$ cat config.mk
export PLATFORM = sky130hd
export DESIGN_NAME = sdr_burst_seq
export DESIGN_NICKNAME = d
export VERILOG_FILES = /design/src/rtl/sdr_burst_pkg.sv /design/src/rtl/sdr_burst_mode_dec.sv /design/src/rtl/sdr_burst_colgen.sv /design/src/rtl/sdr_burst_ctrl.sv /design/src/rtl/sdr_burst_seq.sv
export SDC_FILE = /design/constraint.sdc
export NUM_CORES = 1
export LEC_CHECK = 0
export BUFFER_PORTS_ARGS = -buffer_cell sky130_fd_sc_hd__buf_2
export CAP_MARGIN = 0
export CORE_UTILIZATION = 49
export DETAILED_ROUTE_END_ITERATION = 12
export PLACE_DENSITY = 0.86
export SKIP_LAST_GASP = 1
export SLEW_MARGIN = 10
export SYNTH_ARGS = -nofsm -noshare
export SYNTH_HDL_FRONTEND = slang
export SYNTH_SLANG_ARGS = --single-unit
$ cat constraint.sdc
create_clock -name clk -period 1.9 [get_ports clk]
set_clock_uncertainty 0.05 [all_clocks]
set_input_delay 0.095 -clock clk [delete_from_list [all_inputs] [get_ports clk]]
set_output_delay 0.095 -clock clk [all_outputs]
set_load 0.02 [all_outputs]
$ cat src/rtl/sdr_burst_pkg.sv
package sdr_burst_pkg;

  // Largest fixed burst is 8 beats: 3 bits of beat index.
  localparam int MAX_LOG = 3;
  localparam int CNT_W   = MAX_LOG;

  typedef enum logic [2:0] {
    LEN_1   = 3'b000,
    LEN_2   = 3'b001,
    LEN_4   = 3'b010,
    LEN_8   = 3'b011,
    LEN_ROW = 3'b111
  } len_code_e;

  typedef struct packed {
    logic [1:0] len_log;  // log2 of fixed length
    logic       full;     // full-row continuous
    logic       inter;    // interleaved order
    logic       err;      // illegal setting seen
  } burst_cfg_t;

endpackage

$ cat src/rtl/sdr_burst_mode_dec.sv
module sdr_burst_mode_dec
  import sdr_burst_pkg::*;
(
  input  logic [2:0] len_code,
  input  logic       interleave,
  input  logic       wr_single,
  input  logic       is_write,
  output burst_cfg_t cfg
);

  always_comb begin
    cfg = '0;
    if (wr_single && is_write) begin
      // length field ignored for writes in this mode
      cfg.len_log = 2'd0;
    end else begin
      unique case (len_code)
        LEN_1:   cfg.len_log = 2'd0;
        LEN_2:   begin cfg.len_log = 2'd1; cfg.inter = interleave; end
        LEN_4:   begin cfg.len_log = 2'd2; cfg.inter = interleave; end
        LEN_8:   begin cfg.len_log = 2'd3; cfg.inter = interleave; end
        LEN_ROW: begin
          cfg.full = 1'b1;
          cfg.err  = interleave;  // falls back to sequential
        end
        default: begin
          cfg.len_log = 2'd0;
          cfg.err     = 1'b1;
        end
      endcase
    end
  end

endmodule

$ cat src/rtl/sdr_burst_colgen.sv
module sdr_burst_colgen
  import sdr_burst_pkg::*;
#(
  parameter int COL_W = 10
) (
  input  logic [COL_W-1:0] base,
  input  logic [COL_W-1:0] cur_col,
  input  logic [CNT_W-1:0] beat,
  input  logic [1:0]       len_log,
  input  logic             inter,
  input  logic             full,
  output logic [COL_W-1:0] next_col
);

  logic [CNT_W-1:0] off_seq;
  logic [CNT_W-1:0] off_int;
  logic [CNT_W-1:0] off_sel;
  logic [COL_W-1:0] fixed_col;

  assign off_seq = base[CNT_W-1:0] + beat;
  assign off_int = base[CNT_W-1:0] ^ beat;
  assign off_sel = inter ? off_int : off_seq;

  // Per bit: inside the burst block take the offset, above it keep the start.
  for (genvar i = 0; i < COL_W; i++) begin : g_bit
    if (i < CNT_W) begin : g_low
      assign fixed_col[i] = (i < int'(len_log)) ? off_sel[i] : base[i];
    end else begin : g_high
      assign fixed_col[i] = base[i];
    end
  end

  assign next_col = full ? (cur_col + COL_W'(1)) : fixed_col;

endmodule

$ cat src/rtl/sdr_burst_ctrl.sv
module sdr_burst_ctrl
  import sdr_burst_pkg::*;
#(
  parameter int COL_W = 10
) (
  input  logic             clk,
  input  logic             rst,
  input  logic             ce,
  input  logic             start,
  input  logic [COL_W-1:0] start_col,
  input  logic             term,
  input  burst_cfg_t       cfg,
  input  logic [COL_W-1:0] next_col,
  output logic [COL_W-1:0] base_q,
  output logic [COL_W-1:0] col_q,
  output logic [CNT_W-1:0] beat_nxt,
  output logic [1:0]       len_log_q,
  output logic             inter_q,
  output logic             full_q,
  output logic             valid_q,
  output logic             last_q,
  output logic             err_q
);

  logic [CNT_W-1:0] cnt_q;
  logic [CNT_W-1:0] len_m1;

  assign beat_nxt = cnt_q + CNT_W'(1);
  assign len_m1   = CNT_W'((32'd1 << len_log_q) - 32'd1);

  always_ff @(posedge clk) begin
    if (rst) begin
      base_q    <= '0;
      col_q     <= '0;
      cnt_q     <= '0;
      len_log_q <= '0;
      inter_q   <= 1'b0;
      full_q    <= 1'b0;
      valid_q   <= 1'b0;
      last_q    <= 1'b0;
      err_q     <= 1'b0;
    end else if (ce) begin
      if (start) begin
        base_q    <= start_col;
        col_q     <= start_col;
        cnt_q     <= '0;
        len_log_q <= cfg.len_log;
        inter_q   <= cfg.inter;
        full_q    <= cfg.full;
        err_q     <= cfg.err;
        valid_q   <= 1'b1;
        last_q    <= !cfg.full && (cfg.len_log == 2'd0);
      end else if (term) begin
        valid_q <= 1'b0;
        last_q  <= 1'b0;
      end else if (valid_q) begin
        if (last_q) begin
          valid_q <= 1'b0;
          last_q  <= 1'b0;
        end else begin
          cnt_q  <= beat_nxt;
          col_q  <= next_col;
          last_q <= !full_q && (beat_nxt == len_m1);
        end
      end
    end
  end

  // a low enable freezes the outputs
  a_r12_hold: assert property (@(posedge clk) disable iff (rst)
    !ce |=> ($stable(col_q) && $stable(valid_q) && $stable(last_q) && $stable(err_q)));

  // start loads the first column
  a_r2_start_load: assert property (@(posedge clk) disable iff (rst)
    (ce && start) |=> (valid_q && col_q == $past(start_col)));

  // terminate without start ends the burst
  a_r10_term_stops: assert property (@(posedge clk) disable iff (rst)
    (ce && term && !start) |=> !valid_q);

  // final beat is followed by idle
  a_r7_last_ends: assert property (@(posedge clk) disable iff (rst)
    (ce && !start && last_q) |=> !valid_q);

  // a final-beat mark only on a valid beat
  a_r7_last_valid: assert property (@(posedge clk) disable iff (rst)
    last_q |-> valid_q);

  // full-row beats step by one and never mark a last beat
  a_r6_row_step: assert property (@(posedge clk) disable iff (rst)
    (ce && !start && !term && valid_q && full_q) |=>
      (col_q == $past(col_q) + COL_W'(1) && !last_q));

  // fixed bursts keep the bits above the burst block
  a_r4_upper_fixed: assert property (@(posedge clk) disable iff (rst)
    (valid_q && !full_q) |-> ((col_q >> len_log_q) == (base_q >> len_log_q)));

endmodule

$ cat src/rtl/sdr_burst_seq.sv
module sdr_burst_seq
  import sdr_burst_pkg::*;
#(
  parameter int COL_W = 10
) (
  input  logic             clk,
  input  logic             rst,
  input  logic             ce,
  input  logic             start,
  input  logic             start_wr,
  input  logic [COL_W-1:0] start_col,
  input  logic [2:0]       len_code,
  input  logic             interleave,
  input  logic             wr_single,
  input  logic             term,
  output logic [COL_W-1:0] col_out,
  output logic             col_valid,
  output logic             col_last,
  output logic             mode_err
);

  burst_cfg_t       cfg;
  logic [COL_W-1:0] base_q;
  logic [COL_W-1:0] col_q;
  logic [COL_W-1:0] next_col;
  logic [CNT_W-1:0] beat_nxt;
  logic [1:0]       len_log_q;
  logic             inter_q;
  logic             full_q;

  sdr_burst_mode_dec u_dec (
    .len_code   (len_code),
    .interleave (interleave),
    .wr_single  (wr_single),
    .is_write   (start_wr),
    .cfg        (cfg)
  );

  sdr_burst_ctrl #(.COL_W(COL_W)) u_ctrl (
    .clk       (clk),
    .rst       (rst),
    .ce        (ce),
    .start     (start),
    .start_col (start_col),
    .term      (term),
    .cfg       (cfg),
    .next_col  (next_col),
    .base_q    (base_q),
    .col_q     (col_q),
    .beat_nxt  (beat_nxt),
    .len_log_q (len_log_q),
    .inter_q   (inter_q),
    .full_q    (full_q),
    .valid_q   (col_valid),
    .last_q    (col_last),
    .err_q     (mode_err)
  );

  sdr_burst_colgen #(.COL_W(COL_W)) u_gen (
    .base     (base_q),
    .cur_col  (col_q),
    .beat     (beat_nxt),
    .len_log  (len_log_q),
    .inter    (inter_q),
    .full     (full_q),
    .next_col (next_col)
  );

  assign col_out = col_q;

endmodule

# Word level (Yosys, flattened, before mapping)

Cells that the tools add are included.

Output and inout port bits: 13
Input bits: 21
Register bits after elaboration: 30
Word-level logic and storage cells: 66

$add $sub $neg: 4
Equality and inequality tests: 7
Magnitude comparators: 3
Multiplexer cells: 27
Reduce and logical (&&, ||, !) cells: 14
Shift operators: 1
Bitwise logic cells: 1

Operators by type and width:

| cell                    | count |
|---|---|
| $mux W10                | 5 |
| $mux W3                 | 6 |
| $mux W1                 | 13 |
| $add A10 B1 Y10 const B | 1 |
| $eq A3 B2 Y1 const B    | 2 |
| $pmux W2 S3             | 1 |
| $lt A1 B2 Y1 const A    | 2 |
| $ne A2 B2 Y1 const B    | 2 |
| $reduce_and A2 Y1       | 2 |
| $reduce_and A4 Y1       | 1 |
| $reduce_or A4 Y1        | 1 |
| $add A3 B1 Y3 const B   | 1 |
| $add A3 B3 Y3           | 1 |
| $eq A3 B1 Y1 const B    | 1 |
| $eq A3 B3 Y1            | 1 |
| $eq A3 B3 Y1 const B    | 1 |
| $logic_and A1 B1 Y1     | 3 |
| $logic_not A3 Y1        | 1 |
| $reduce_bool A3 Y1      | 1 |
| $reduce_or A3 Y1        | 1 |
| $shl A1 B2 Y3 const A   | 1 |
| $sub A3 B1 Y3 const B   | 1 |
| $xor A3 B3 Y3           | 1 |
| $logic_not A1 Y1        | 2 |
| 5 further kinds         | 5 |

# Depth between registers and ports, before layout

Gate-level depths: netlist of the first run.

Depth after elaboration: 9
Gate-level depth with buffers: 9
Gate-level depth less buffers: 9

# By module

Synthesis of the first run repeated with hierarchy kept, for this count alone.

Cells, all modules: 225
Area, all modules: 1761.7 µm²

By module, submodules not included:

| module             | sequential area each (µm²) | cells an instance | times used | area an instance (µm²) |
|---|---|---|---|---|
| sdr_burst_ctrl     | 600.6                      | 160               | 1          | 1310.0 |
| sdr_burst_colgen   | 0.0                        | 57                | 1          | 391.6 |
| sdr_burst_mode_dec | 0.0                        | 8                 | 1          | 60.1 |

# Least setup slack after synthesis of the first run

OpenSTA, ideal clock, no wires.

Kind: reg-to-reg
Start point: register u_ctrl.cnt_q[0]
End point: register u_ctrl.col_q[2]
Arrival: 1.748 ns
Slack: -0.035 ns
Cell stages (with the launch flop): 9
Data required time: 1.713 ns
Setup time: 0.137 ns
Path buffers: 0
Period minus slack after synthesis: 1.935 ns
Cells stage by stage: dfxtp_1 > ha_1 > inv_1 > fa_1 > nor2_1 > xor2_1 > o21a_1 > o31ai_1 > a211oi_1

Longest elaborated chain between the ends: 9
Elaborated cells on any way between the ends: 10
Classes of those cells: add/sub (2); mux (7); bitwise (1)

Ends and longest elaborated chain:

| what                                                  | RTL line                                       | source |
|---|---|---|
| from (decl)                                           | sdr_burst_ctrl.sv:25                           | `logic [CNT_W-1:0] cnt_q;` |
| from (signal assigned)                                | sdr_burst_ctrl.sv:61                           | `cnt_q <= beat_nxt;` |
| $add A3 B1 Y3 (*)                                     | sdr_burst_ctrl.sv:28                           | `assign beat_nxt = cnt_q + CNT_W'(1);` |
| $add A3 B3 Y3 / $xor A3 B3 Y3 (equally long branches) | sdr_burst_colgen.sv:20, sdr_burst_colgen.sv:21 |  |
| $mux W3 (*)                                           | sdr_burst_colgen.sv:22                         | `assign off_sel = inter ? off_int : off_seq;` |
| $mux W1 (*)                                           | sdr_burst_colgen.sv:27                         | `assign fixed_col[i] = (i < int'(len_log)) ? off_sel[i] : base[i];` |
| $mux W10 (*)                                          | sdr_burst_colgen.sv:33                         | `assign next_col = full ? (cur_col + COL_W'(1)) : fixed_col;` |
| $mux W10 (*)                                          | sdr_burst_ctrl.sv:57                           | `if (last_q) begin` |
| $mux W10 (*)                                          | sdr_burst_ctrl.sv:56                           | `end else if (valid_q) begin` |
| $mux W10 (*)                                          | sdr_burst_ctrl.sv:53                           | `end else if (term) begin` |
| $mux W10 (*)                                          | sdr_burst_ctrl.sv:43                           | `if (start) begin` |
| to (signal assigned)                                  | sdr_burst_ctrl.sv:45                           | `col_q <= start_col;` |
| to (signal assigned)                                  | sdr_burst_ctrl.sv:62                           | `col_q <= next_col;` |
| to (decl)                                             | sdr_burst_ctrl.sv:15                           | `output logic [COL_W-1:0] col_q,` |

Mark *: on every way between the ends. The rest lies on a longest branch, timed or not. The select of a mux whose other input is x is not followed.
A chain may end at the register's enable or synchronous reset.

# Worst setup path in the final report of the first run

Same ends and word-level chain as after synthesis.

==> results of run 1 <==
cells by family after synthesis:
group                      share of synthesized area
buffers and inverters                         0.0529
muxes                                         0.0118
AOI/OAI and AO/OA                              0.242
xor gates and xnor gates                      0.0302
DFF                                            0.353
and+or+nand+nor                                0.269
adders and majority gates                     0.0412
state kept, by name, indices dropped and copies added, names as in the netlist:
register / count
u_ctrl.valid_q: 1
u_ctrl.len_log_q: 2
u_ctrl.full_q: 1
u_ctrl.inter_q: 1
u_ctrl.err_q: 1
u_ctrl.base_q: 10
u_ctrl.cnt_q: 3
u_ctrl.col_q: 10
u_ctrl.last_q: 1
critical path: cells and delay by family (launching register included):
kind                       cells  cell delay (ns)
adders and majority gates      2             0.59
AOI/OAI and AO/OA              3             0.50
DFF                            1             0.35
and+or+nand+nor                1             0.12
xor gates and xnor gates       1             0.08
buffers and inverters          1             0.06
power by group through the flow:
stage                     sequential [mW]  clock [mW]  combinational (mW)
after global placement              0.699           0               0.232
after floorplan                     0.722           0               0.127
after CTS                           0.686       0.363               0.258
final                               0.686       0.351               0.259
after global routing                0.692       0.388               0.286
after detailed placement            0.700           0               0.238
metrics by stage:
| stage | cells | util | hold WS, ns | setup TNS, ns | setup slack (ns) |
|---|---|---|---|---|---|
| global placement | 304 | 0.591 | 0.300 | -0.0117 | -0.0117 |
| detailed placement | 304 | 0.591 | 0.306 | -0.0682 | -0.0682 |
| global route | 323 | 0.642 | 0.0320 | -0.0762 | -0.0392 |
| CTS | 323 | 0.642 | 0.000949 | 0 | 0.0270 |
| finish | 323 | 0.642 | 0.0264 | 0 | 0.0307 |
| floorplan | 226 | - | 0.181 | 0 | 0.00142 |
synthesized netlist by cell type (all sizes together), types with 2 or more instances:
library cell  count  area, µm²
inv               9       33.8
nor3             10       71.3
dfxtp            30        601
a21oi            31        155
nor3b             2       15.0
nand4             2       12.5
ha                4       50.1
clkbuf            6       22.5
buf               7       33.8
nor2             27        101
nand2            36        135
nand3             9       45.0
xnor2             2       25.0
a32oi             2       17.5
o21a              2       15.0
a211oi           10       75.1
and2              2       12.5
or3b              2       17.5
nand2b            2       12.5
xor2              3       26.3
mux2i             2       20.0
o21ai             8       40.0
cells in the final DEF, fill, tap and decap left out, types with 2 or more instances in the layout:
cell,n
sky130_fd_sc_hd__a211oi_1,10
sky130_fd_sc_hd__a21oi_1,31
sky130_fd_sc_hd__a32oi_1,2
sky130_fd_sc_hd__and2_1,2
sky130_fd_sc_hd__buf_2,33
sky130_fd_sc_hd__buf_4,12
sky130_fd_sc_hd__clkbuf_1,2
sky130_fd_sc_hd__clkbuf_4,5
sky130_fd_sc_hd__dfxtp_1,28
sky130_fd_sc_hd__dfxtp_2,2
sky130_fd_sc_hd__dlygate4sd3_1,12
sky130_fd_sc_hd__ha_1,3
sky130_fd_sc_hd__inv_1,9
sky130_fd_sc_hd__mux2i_1,2
sky130_fd_sc_hd__nand2_1,36
sky130_fd_sc_hd__nand2b_1,2
sky130_fd_sc_hd__nand3_1,9
sky130_fd_sc_hd__nand4_1,2
sky130_fd_sc_hd__nor2_1,26
sky130_fd_sc_hd__nor3_1,7
sky130_fd_sc_hd__nor3_2,2
sky130_fd_sc_hd__nor3b_1,2
sky130_fd_sc_hd__o21a_1,2
sky130_fd_sc_hd__o21ai_0,6
sky130_fd_sc_hd__o21ai_1,2
sky130_fd_sc_hd__or3b_1,2
sky130_fd_sc_hd__xor2_1,3
cell type report:
class / instances / area share
multi-input combinational: 174 / 0.480
inverter: 9 / 0.0158
tap: 46 / 0.0269
timing repair buffer: 57 / 0.175
clock buffer: 7 / 0.0210
sequential: 30 / 0.281
repair_timing:
item | in CTS | in global routing
cloned | 0 | 0
endpoints found under the hold margin | 12 | 0
pin swaps | 4 | 1
hold buffers | 12 | 0
resized for setup | 4 | 1
setup endpoints to repair | 1 | 2
routing by layer:
layer / vias to the layer above / GRT usage / share of wire
li1: 899 / - / -
met1: 844 / 0.370 / 0.47
met2: 43 / 0.418 / 0.46
met3: 8 / 0.0597 / 0.047
met4: 0 / 0.140 / 0.017
met5: - / 0 / 0
worst max-delay path by stage:
stage                               start              end  slack [ns]
after floorplan           u_ctrl.cnt_q[0]  u_ctrl.col_q[2]       0.001
after global placement    u_ctrl.cnt_q[0]  u_ctrl.col_q[2]       -0.01
after detailed placement  u_ctrl.cnt_q[0]  u_ctrl.col_q[2]       -0.07
after CTS                 u_ctrl.cnt_q[0]  u_ctrl.col_q[2]        0.03
after global routing      u_ctrl.cnt_q[0]  u_ctrl.col_q[2]       -0.04
final                     u_ctrl.cnt_q[0]  u_ctrl.col_q[2]        0.03
==> impl_results.rst, run 1 <==
.. list-table::
   :header-rows: 1

   * - Metric
     - Value
   * - Result of the run
     - completed
   * - Synth Register Bits
     - 30
   * - Maximum clock insertion buffer count
     - 2
   * - Routability congestion estimate
     - between 0.8 and 0.9
   * - Placement-stage cell area
     - 1970 µm²
   * - Startpoint-to-endpoint class of the critical path
     - reg2reg
   * - Distinct cell type count of the synthesized netlist
     - 45
   * - Ordered list of cells on the worst path
     - ha_4 > inv_1 > fa_2 > nor2_2 > xor2_1 > o21a_1 > o31ai_1 > a211oi_1
   * - Sort of element at the end of the critical path
     - flop
   * - Avg Synthesized Cell Area
     - 7.53 µm²
   * - Antenna violations before repair
     - 0
   * - Primary flip-flop cell chosen by synthesis mapping
     - sky130_fd_sc_hd__dfxtp_1
   * - Via-to-Cell Ratio
     - 5.55
   * - Total number of nets in the final design
     - about 300
   * - Async set-or-reset flop fraction in the synthesized netlist
     - 0
   * - Time the worst path needs with I/O delays and setup
     - 1.87 ns
   * - Initial DRC count
     - slightly below 90
   * - Synthesized netlist net count
     - 252
   * - Fraction of final layout cells with drive strength greater than 1
     - 0.217
   * - Critical hold path startpoint
     - ce
   * - Max-slew violations
     - 0
   * - Tcrit/Tclk final
     - 0.984
   * - Congestion Overflow GR
     - 0
   * - Netlist Area Pre-Place
     - 1700 µm²
   * - Global-route usage over all layers
     - 0.275
   * - Sum of routed wire length over all layers
     - 4.27 mm
   * - Wire length of the first global-routing pass
     - 7.38 mm
   * - Power consumption
     - 1.30 mW
   * - Peak supply drop
     - 0.000457 V
   * - Sequential-to-total area share from yosys stat
     - 0.353
   * - Endpoint with the worst hold slack
     - u_ctrl.last_q
   * - Slowest cell delay on critical path
     - approximately 0.35 ns
   * - Register clock-pin slew on the reported worst setup and hold paths
     - 0.09 ns
   * - Die X-Extent
     - slightly above 60 µm
   * - Number of enable flip-flop cells after synthesis
     - 0
   * - R2r worst-path depth
     - 8
   * - Hold Vio Cnt, Final
     - 0
   * - Port buffer count
     - 33
   * - Worst reg2reg path startpoint
     - u_ctrl.cnt_q[0]
   * - Arrival time at the worst endpoint
     - 2.02 ns
   * - Finish-stage setup viols
     - 0
   * - Count of clock tree sinks
     - 30
   * - Worst R2R End
     - u_ctrl.col_q[2]
   * - Multi-input gate area in the final layout
     - 1030 µm²
   * - IO Count
     - 34
   * - Diodes inserted
     - 0
   * - Post-CTS setup repair buffer count
     - 0
   * - Crit-path slowest cell
     - sky130_fd_sc_hd__dfxtp_2
   * - Standard-cell rows
     - 21
   * - Clock buffers created by TritonCTS
     - 5
   * - Slew headroom
     - 0.610
   * - Relative area change from synthesis to final layout
     - 26.0%
   * - Vert. Die Dim
     - a little over 60 µm
   * - Combinational group share of total power
     - 0.200
   * - Layout Cell Area excl Fill
     - 2140 µm²
   * - Fillers
     - 306
   * - Leakage
     - 0.823 nW
   * - 1st-pass router iterations
     - 4
   * - Fmax
     - 0.535 GHz
   * - H-tree depth
     - 2
   * - Min-Delay Path Class
     - in2reg
   * - Starting utilization of the core area
     - 0.510
   * - Synthesis Warnings
     - 0
   * - Total vias in the final route
     - 1794
   * - Fraction of power spent switching nets
     - 0.298
   * - HPWL reported at the end of detailed placement
     - 2.96 mm
   * - Clk network pwr share
     - 0.270
   * - Startpoint type of the worst setup path
     - flop
   * - Sequential cell area
     - 603 µm²
   * - Die ar.
     - between 3000 and 4000 µm²
   * - Maximum number of pins on one net before global-route repair
     - 31
   * - Max-capacitance violation count
     - 0
   * - Setup slack on the worst flop-to-flop path
     - 0.03 ns
   * - Unrepaired setup endpoints after global routing
     - yes
   * - WL per Instance
     - 13.2 µm
   * - Number of nets still failing antenna checks after routing
     - 0
   * - Clock tree from TritonCTS
     - built
   * - Crit path max fanout
     - 3
   * - Req. time, crit path
     - 2.05 ns
   * - Floorplan Core Area
     - roughly 3300 µm²
   * - DRC
     - 0
   * - Gate count after technology mapping
     - around 230
   * - Sequential share of power
     - 0.530
   * - Net switching power figure
     - 0.386 mW
   * - Via count of the first global-routing pass
     - 1627
   * - Ratio of total power to cell area
     - 605 nW/µm²
   * - Count of cells along the worst hold path
     - 2
   * - Skew-Pair Late Insertion Delay
     - 0.33 ns
   * - Transition time at the pin with the least slew margin
     - 0.585 ns
   * - Internal power consumption
     - 0.910 mW
   * - Cell chosen for the clock root
     - sky130_fd_sc_hd__clkbuf_4
Power figures use the tool's default switching activity.
==> run 2: changes to the inputs <==
--- a/config.mk
+++ b/config.mk
@@ -7,9 +7,11 @@
 export LEC_CHECK = 0
 export BUFFER_PORTS_ARGS = -buffer_cell sky130_fd_sc_hd__buf_2
 export CAP_MARGIN = 0
-export CORE_UTILIZATION = 49
+export CELL_PAD_IN_SITES_DETAIL_PLACEMENT = 1
+export CELL_PAD_IN_SITES_GLOBAL_PLACEMENT = 1
+export CORE_UTILIZATION = 35
 export DETAILED_ROUTE_END_ITERATION = 12
-export PLACE_DENSITY = 0.86
+export PLACE_DENSITY = 0.85
 export SKIP_LAST_GASP = 1
 export SLEW_MARGIN = 10
 export SYNTH_ARGS = -nofsm -noshare
==> run 2 against run 1 <==
Net effect:
- the flow now finishes with violations (setup timing)
- via count increased by 2.1%
- non-clock buffer count decreased by 11
- total power increased by 14%
- register-to-register slack got worse by 0.07 ns
- clock power increased by 54%
- hold slack got worse by 0.020 ns
- global-route usage decreased by 6.4 points
- routed wire length increased by 20%
- die area increased by 39%
- critical path depth increased by 1
- maximum frequency decreased by 3.4%
- sequential cell count unchanged
- largest cell class unchanged
- highest routed layer unchanged
==> impl_results.rst, run 2 (synthesis gave the netlist of run 1 again) <==
.. list-table::
   :header-rows: 1

   * - Metric
     - Value
   * - Count of clock tree sinks
     - 30
   * - Unrepaired setup endpoints after global routing
     - yes
   * - Maximum number of pins on one net before global-route repair
     - 31
   * - Req. time, crit path
     - 2.00 ns
   * - Clock tree from TritonCTS
     - built
   * - Total vias in the final route
     - around 1800
   * - Max-capacitance violation count
     - 0
   * - Antenna violations before repair
     - 0
   * - Leakage
     - 0.800 nW
   * - Min-Delay Path Class
     - in2reg
   * - Peak supply drop
     - 0.000371 V
   * - Number of nets still failing antenna checks after routing
     - 0
   * - R2r worst-path depth
     - 9
   * - DRC
     - 0
   * - Violations in the final reports
     - setup timing
   * - Diodes inserted
     - 0
   * - 1st-pass router iterations
     - 4
   * - Clock buffers created by TritonCTS
     - 5
   * - Fin Setup TNS
     - -0.0419 ns
   * - Slew headroom
     - 0.558
   * - Most frequent cells in the layout
     - sky130_fd_sc_hd__nand2_1 (36), sky130_fd_sc_hd__buf_2 (33), sky130_fd_sc_hd__a21oi_1 (31), sky130_fd_sc_hd__dfxtp_1 (29), sky130_fd_sc_hd__nor2_1 (26)
   * - Count of cells along the worst hold path
     - 3
   * - Fillers
     - 597
   * - Startpoint type of the worst setup path
     - flop
   * - Skew-Pair Late Insertion Delay
     - approximately 0.29 ns
   * - Ratio of total power to cell area
     - about 700 nW/µm²
   * - Critical hold path startpoint
     - start_col[7]
   * - Crit-path slowest cell
     - sky130_fd_sc_hd__fa_2
   * - Startpoint-to-endpoint class of the critical path
     - reg2reg
   * - Die ar.
     - 5140 µm²
   * - Die X-Extent
     - 71.7 µm
   * - Total number of nets in the final design
     - a little under 300
   * - Transition time at the pin with the least slew margin
     - 0.662 ns
   * - Register clock-pin slew on the reported worst setup and hold paths
     - 0.07 ns
   * - Floorplan Core Area
     - 4690 µm²
   * - Standard-cell rows
     - 25
   * - WL per Instance
     - 16.0 µm
   * - Wire length of the first global-routing pass
     - 8.34 mm
   * - Maximum clock insertion buffer count
     - 2
   * - IO Count
     - 34
   * - Cell type with the highest occurrence count on the critical path
     - sky130_fd_sc_hd__inv_1
   * - Setup slack on the worst flop-to-flop path
     - -0.03 ns
   * - Ordered list of cells on the worst path
     - inv_1 > ha_2 > inv_1 > fa_2 > inv_1 > mux2i_1 > a21oi_1 > o21ai_1 > a211oi_2
   * - Relative area change from synthesis to final layout
     - 23.6%
   * - Fmax
     - approximately 0.52 GHz
   * - Initial DRC count
     - between 60 and 70
   * - Fraction of final layout cells with drive strength greater than 1
     - 0.243
   * - Via-to-Cell Ratio
     - about 5.7
   * - Instance count after placement with tap cells included
     - between 300 and 400
   * - Cell chosen for the clock root
     - sky130_fd_sc_hd__clkbuf_8
   * - Port buffer count
     - 33
   * - Result of the run
     - finished with violations
   * - Tcrit/Tclk final
     - 1.02
   * - Time the worst path needs with I/O delays and setup
     - 1.93 ns
   * - Via count of the first global-routing pass
     - 1755
   * - HPWL reported at the end of detailed placement
     - ~3.6 mm
   * - PnR worst setup slack
     - -0.0346 ns
   * - Largest registers
     - u_ctrl.base_q (10), u_ctrl.col_q (10), u_ctrl.cnt_q (3)
   * - Worst slack at placement
     - -0.0895 ns
   * - Most common library cell in the layout ignoring fill and taps
     - sky130_fd_sc_hd__nand2_1
   * - Starting utilization of the core area
     - 0.363
   * - Arrival time at the worst endpoint
     - around 2 ns
   * - Non-filler cells, final
     - 321
   * - Worst R2R End
     - u_ctrl.col_q[1]
   * - Hold Vio Cnt, Final
     - 0
   * - H-tree depth
     - 2
   * - Routability congestion estimate
     - a little under 0.8
   * - Crit path max fanout
     - 3
   * - Sum of routed wire length over all layers
     - 5.13 mm
   * - Finish-stage setup viols
     - 2
   * - Worst reg2reg path startpoint
     - u_ctrl.cnt_q[0]
   * - Max-slew violations
     - 0
   * - Endpoint with the worst hold slack
     - u_ctrl.base_q[7]
   * - Sort of element at the end of the critical path
     - flop
   * - Global-route usage over all layers
     - 0.212
   * - Vert. Die Dim
     - 71.7 µm
   * - Congestion Overflow GR
     - 0
   * - Slowest cell delay on critical path
     - about 0.52 ns
[run 2: cell count changes in the layout (fill, tap and decap cells not counted), sizes merged]
| cell | before | now |
|---|---|---|
| dlygate4sd3 | 12 | 1 |
| clkinv | 0 | 1 |
[run 2: how the worst max path moves through the flow]
stage	from	to	slack, ns	cells past startpoint
floorplan	u_ctrl.cnt_q[0]	u_ctrl.col_q[2]	0.001	8
global placement	u_ctrl.cnt_q[0]	u_ctrl.col_q[2]	-0.02	8
detailed placement	u_ctrl.cnt_q[0]	u_ctrl.col_q[2]	-0.09	8
CTS	u_ctrl.cnt_q[0]	u_ctrl.col_q[2]	-0.007	8
global route	u_ctrl.cnt_q[0]	u_ctrl.col_q[1]	-0.12	9
finish	u_ctrl.cnt_q[0]	u_ctrl.col_q[1]	-0.03	9
[run 2: power breakdown]
part / total (mW) / switching (mW) / internal, mW
Combinational: 0.249 / 0.151 / 0.0981
Sequential: 0.689 / 0.0308 / 0.658
Clock: 0.542 / 0.250 / 0.292
Total: 1.48 / 0.432 / 1.05
[run 2: layout make-up]
cell class	instances	area [µm²]	share of cell area
multi-input cells	174	1040	0.495
flip-flops and latches	30	604	0.287
repair buffers	46	265	0.126
clock buffers	7	86.3	0.0410
well taps	54	67.6	0.0321
inverters	9	33.8	0.0161
clock inverters	1	5.00	0.00238
[run 2: per-layer routing]
metal  track usage  wire [µm]
met1         0.275       2380
met2         0.342       2490
met3        0.0366        171
met4         0.100         99
met5             0          0
[run 2: critical path: cells and delay by family (launching register included)]
kind	cells	cell delay [ns]
mux	1	0.14
fa+ha+maj	2	0.69
compound gates	3	0.36
flops	1	0.36
buf+inv	3	0.18
[run 2: what timing repair did]
item / 4_1_cts / 5_1_grt
endpoints found under the setup margin: 2 / 3
pin swaps: 6 / 3
buffers inserted: 2 / 0
gates resized for setup: 5 / 4
gates cloned: 0 / 0
hold endpoints to repair: 1 / 0
hold buffers: 1 / 0
[run 2: per-stage QoR]
| stage | total power, mW | utilization | instance area [µm²] | hold WS (ns) |
|---|---|---|---|---|
| 2_1_floorplan | 0.850 | - | 1710 | 0.181 |
| 3_3_place_gp | 0.935 | 0.419 | 1970 | 0.299 |
| 3_5_place_dp | 0.945 | 0.419 | 1970 | 0.309 |
| 4_1_cts | 1.49 | 0.446 | 2090 | 0.00418 |
| 5_1_grt | 1.55 | 0.448 | 2100 | 0.00723 |
| 6_report | 1.48 | 0.448 | 2100 | 0.00660 |
==> run 3: changes to the inputs <==
--- a/config.mk
+++ b/config.mk
@@ -5,13 +5,13 @@
 export SDC_FILE = /design/constraint.sdc
 export NUM_CORES = 1
 export LEC_CHECK = 0
-export BUFFER_PORTS_ARGS = -buffer_cell sky130_fd_sc_hd__buf_2
 export CAP_MARGIN = 0
 export CELL_PAD_IN_SITES_DETAIL_PLACEMENT = 1
 export CELL_PAD_IN_SITES_GLOBAL_PLACEMENT = 1
-export CORE_UTILIZATION = 35
+export CORE_UTILIZATION = 40
 export DETAILED_ROUTE_END_ITERATION = 12
-export PLACE_DENSITY = 0.85
+export DONT_BUFFER_PORTS = 1
+export PLACE_DENSITY = 0.84
 export SKIP_LAST_GASP = 1
 export SLEW_MARGIN = 10
 export SYNTH_ARGS = -nofsm -noshare
==> run 3 against run 2 <==
Net effect:
- the run now ends clean
- die area fell by 12%
- clock power is 10% lower
- sequential share of layout area decreased by 0.094 points
- worst setup slack better by 0.082 ns
- final cell count fell by 5.6%
- core utilization rose by 7.7 points
- hold slack better by 0.0014 ns
- register-to-register slack better by 0.08 ns
- largest power group unchanged
- critical path type unchanged
- maximum frequency is 4.4% higher
- non-clock buffer count decreased by 13
- largest cell class unchanged
==> impl_results.rst, run 3 (synthesis gave the netlist of run 1 again) <==
.. list-table::
   :header-rows: 1

   * - Metric
     - Value
   * - Result of the run
     - completed
   * - Most common library cell in the layout ignoring fill and taps
     - sky130_fd_sc_hd__nand2_1
   * - Die X-Extent
     - 67.2 µm
   * - Critical hold path startpoint
     - start_col[0]
   * - Non-filler cells, final
     - 303
   * - Most frequent cells in the layout
     - sky130_fd_sc_hd__nand2_1 (36), sky130_fd_sc_hd__a21oi_1 (31), sky130_fd_sc_hd__dfxtp_1 (28), sky130_fd_sc_hd__nor2_1 (26), sky130_fd_sc_hd__dlygate4sd3_1 (17)
   * - Arrival time at the worst endpoint
     - 2.00 ns
   * - Sort of element at the end of the critical path
     - flop
   * - Sum of routed wire length over all layers
     - 5.15 mm
   * - Worst reg2reg path startpoint
     - u_ctrl.cnt_q[0]
   * - Slowest cell delay on critical path
     - 0.36 ns
   * - IO Count
     - 34
   * - Count of clock tree sinks
     - 30
   * - Unrepaired setup endpoints after global routing
     - yes
   * - Global-route usage over all layers
     - 0.257
   * - Fraction of final layout cells with drive strength greater than 1
     - 0.138
   * - Max-capacitance violation count
     - 0
   * - Maximum clock insertion buffer count
     - 2
   * - Instance count after placement with tap cells included
     - 278
   * - Leakage
     - 0.737 nW
   * - WL per Instance
     - 17.0 µm
   * - Transition time at the pin with the least slew margin
     - around 0.59 ns
   * - Time the worst path needs with I/O delays and setup
     - roughly 1.9 ns
   * - Hold Vio Cnt, Final
     - 0
   * - Startpoint type of the worst setup path
     - flop
   * - Slew headroom
     - 0.606
   * - R2r worst-path depth
     - 8
   * - Count of cells along the worst hold path
     - 2
   * - Die ar.
     - 4520 µm²
   * - Total number of nets in the final design
     - 279
   * - Routability congestion estimate
     - 0.811
   * - DRC
     - 0
   * - Maximum number of pins on one net before global-route repair
     - 31
   * - Antenna violations before repair
     - 0
   * - Via count of the first global-routing pass
     - between 1500 and 2000
   * - Hold_ws
     - 0.00798 ns
   * - Finish-stage setup viols
     - 0
   * - Internal power consumption
     - between 1 and 1.5 mW
   * - Wire length of the first global-routing pass
     - 8.51 mm
   * - Via-to-Cell Ratio
     - 5.78
   * - Timing startpoint of the critical path
     - u_ctrl.cnt_q[0]
   * - Clock buffers created by TritonCTS
     - 5
   * - Port buffer count
     - 0
   * - Net switching power figure
     - 0.400 mW
   * - Combinational group share of total power
     - 0.171
   * - Relative area change from synthesis to final layout
     - 24.3%
   * - Crit path max fanout
     - 3
   * - Clk network pwr share
     - 0.343
   * - Standard-cell rows
     - 23
   * - HPWL reported at the end of detailed placement
     - approximately 3.4 mm
   * - Req. time, crit path
     - 2.04 ns
   * - Clock tree from TritonCTS
     - built
   * - Min-Delay Path Class
     - in2reg
   * - Ratio of total power to cell area
     - 670 nW/µm²
   * - Sequential share of power
     - 0.485
   * - Fraction of power spent switching nets
     - 0.282
   * - Largest registers
     - u_ctrl.base_q (10), u_ctrl.col_q (10), u_ctrl.cnt_q (3)
   * - Tcrit/Tclk final
     - 0.975
   * - Initial DRC count
     - 73
   * - Number of nets still failing antenna checks after routing
     - 0
   * - Highest routed metal layer
     - met4
   * - Skew-Pair Late Insertion Delay
     - between 0.2 and 0.3 ns
   * - Total vias in the final route
     - 1752
   * - Diodes inserted
     - 0
   * - Fmax
     - roughly 0.54 GHz
   * - Util after Layout
     - 0.525
   * - Register clock-pin slew on the reported worst setup and hold paths
     - 0.06 ns
   * - Met3 WL post-DR
     - 277 µm
   * - Starting utilization of the core area
     - 0.422
   * - Crit-path slowest cell
     - sky130_fd_sc_hd__dfxtp_4
   * - Ordered list of cells on the worst path
     - ha_4 > inv_2 > fa_2 > nor2_2 > xor2_1 > o21a_1 > o31ai_2 > a211oi_1
   * - Post-Route M1 WL
     - 2.37 mm
   * - Max-slew violations
     - 0
   * - Vert. Die Dim
     - between 60 and 70 µm
   * - Peak supply drop
     - between 0.0003 and 0.0004 V
   * - Startpoint-to-endpoint class of the critical path
     - reg2reg
   * - 1st-pass router iterations
     - 4
   * - Cell chosen for the clock root
     - sky130_fd_sc_hd__clkbuf_8
   * - H-tree depth
     - 2
   * - Post-CTS setup repair buffer count
     - 0
   * - Congestion Overflow GR
     - 0
   * - Total met2 wirelength after detailed routing
     - around 2.5 mm
   * - Floorplan Core Area
     - just over 4000 µm²
run 3: cell count changes in the layout (fill, tap and decap cells not counted), sizes merged:
cell / before / now
buf: 45 / 16
dlygate4sd3: 1 / 17
clkinv: 1 / 0
run 3: power groups by stage:
stage               Sequential [mW]  Clock (mW)  Combinational [mW]
finish                        0.688       0.486               0.243
global route                  0.691       0.533               0.267
CTS                           0.688       0.501               0.238
detailed placement            0.702           0               0.193
global placement              0.700           0               0.186
floorplan                     0.722           0               0.127
run 3: path summary, 6_finish.rpt:
kind | endpoint | slack [ns]
setup / recovery | u_ctrl.col_q[2] | 0.05
hold / removal | u_ctrl.col_q[0] | 0.008
setup reg to reg | u_ctrl.col_q[2] | 0.05
hold reg to reg | u_ctrl.base_q[8] | 0.41
run 3: worst max-delay path, delay by kind of cell, from the launching register on:
family	cells	cell delay, ns
AO/OA/AOI/OAI	3	0.41
XOR/XNOR	1	0.19
adder cells (fa/ha/maj)	2	0.60
buffers and inverters	1	0.04
flip-flops	1	0.36
AND/OR/NAND/NOR	1	0.12
run 3: area by class of cell:
cell class                      count  area (µm²)
Multi-Input combinational cell    174        1030
Inverter                            9        33.8
Tap cell                           50        62.6
Sequential cell                    30         606
Fill cell                         508        1910
Clock buffer                        7        76.3
Timing Repair Buffer               33         303
run 3: stage by stage:
step | setup WS, ns | power [mW] | TNS (ns) | instance area [µm²]
floorplan | 0.00142 | 0.850 | 0 | 1710
detailed placement | -0.0889 | 0.895 | -0.0889 | 1830
global placement | 0.0149 | 0.886 | 0 | 1830
global route | -0.0444 | 1.49 | -0.0876 | 2110
CTS | 0.00192 | 1.43 | 0 | 2100
finish | 0.0472 | 1.42 | 0 | 2110
run 3: per-layer routing:
layer / vias to the layer above / global-route usage
li1: 857 / -
met1: 844 / 0.317
met2: 47 / 0.428
met3: 4 / 0.0743
met4: 0 / 0.0798
met5: - / 0
run 3: repair_timing:
item,CTS,global route
hold buffers,17,1
endpoints found under the hold margin,30,1
pin swaps,4,5
gates cloned,0,0
setup endpoints to repair,2,2
gates resized for setup,4,6
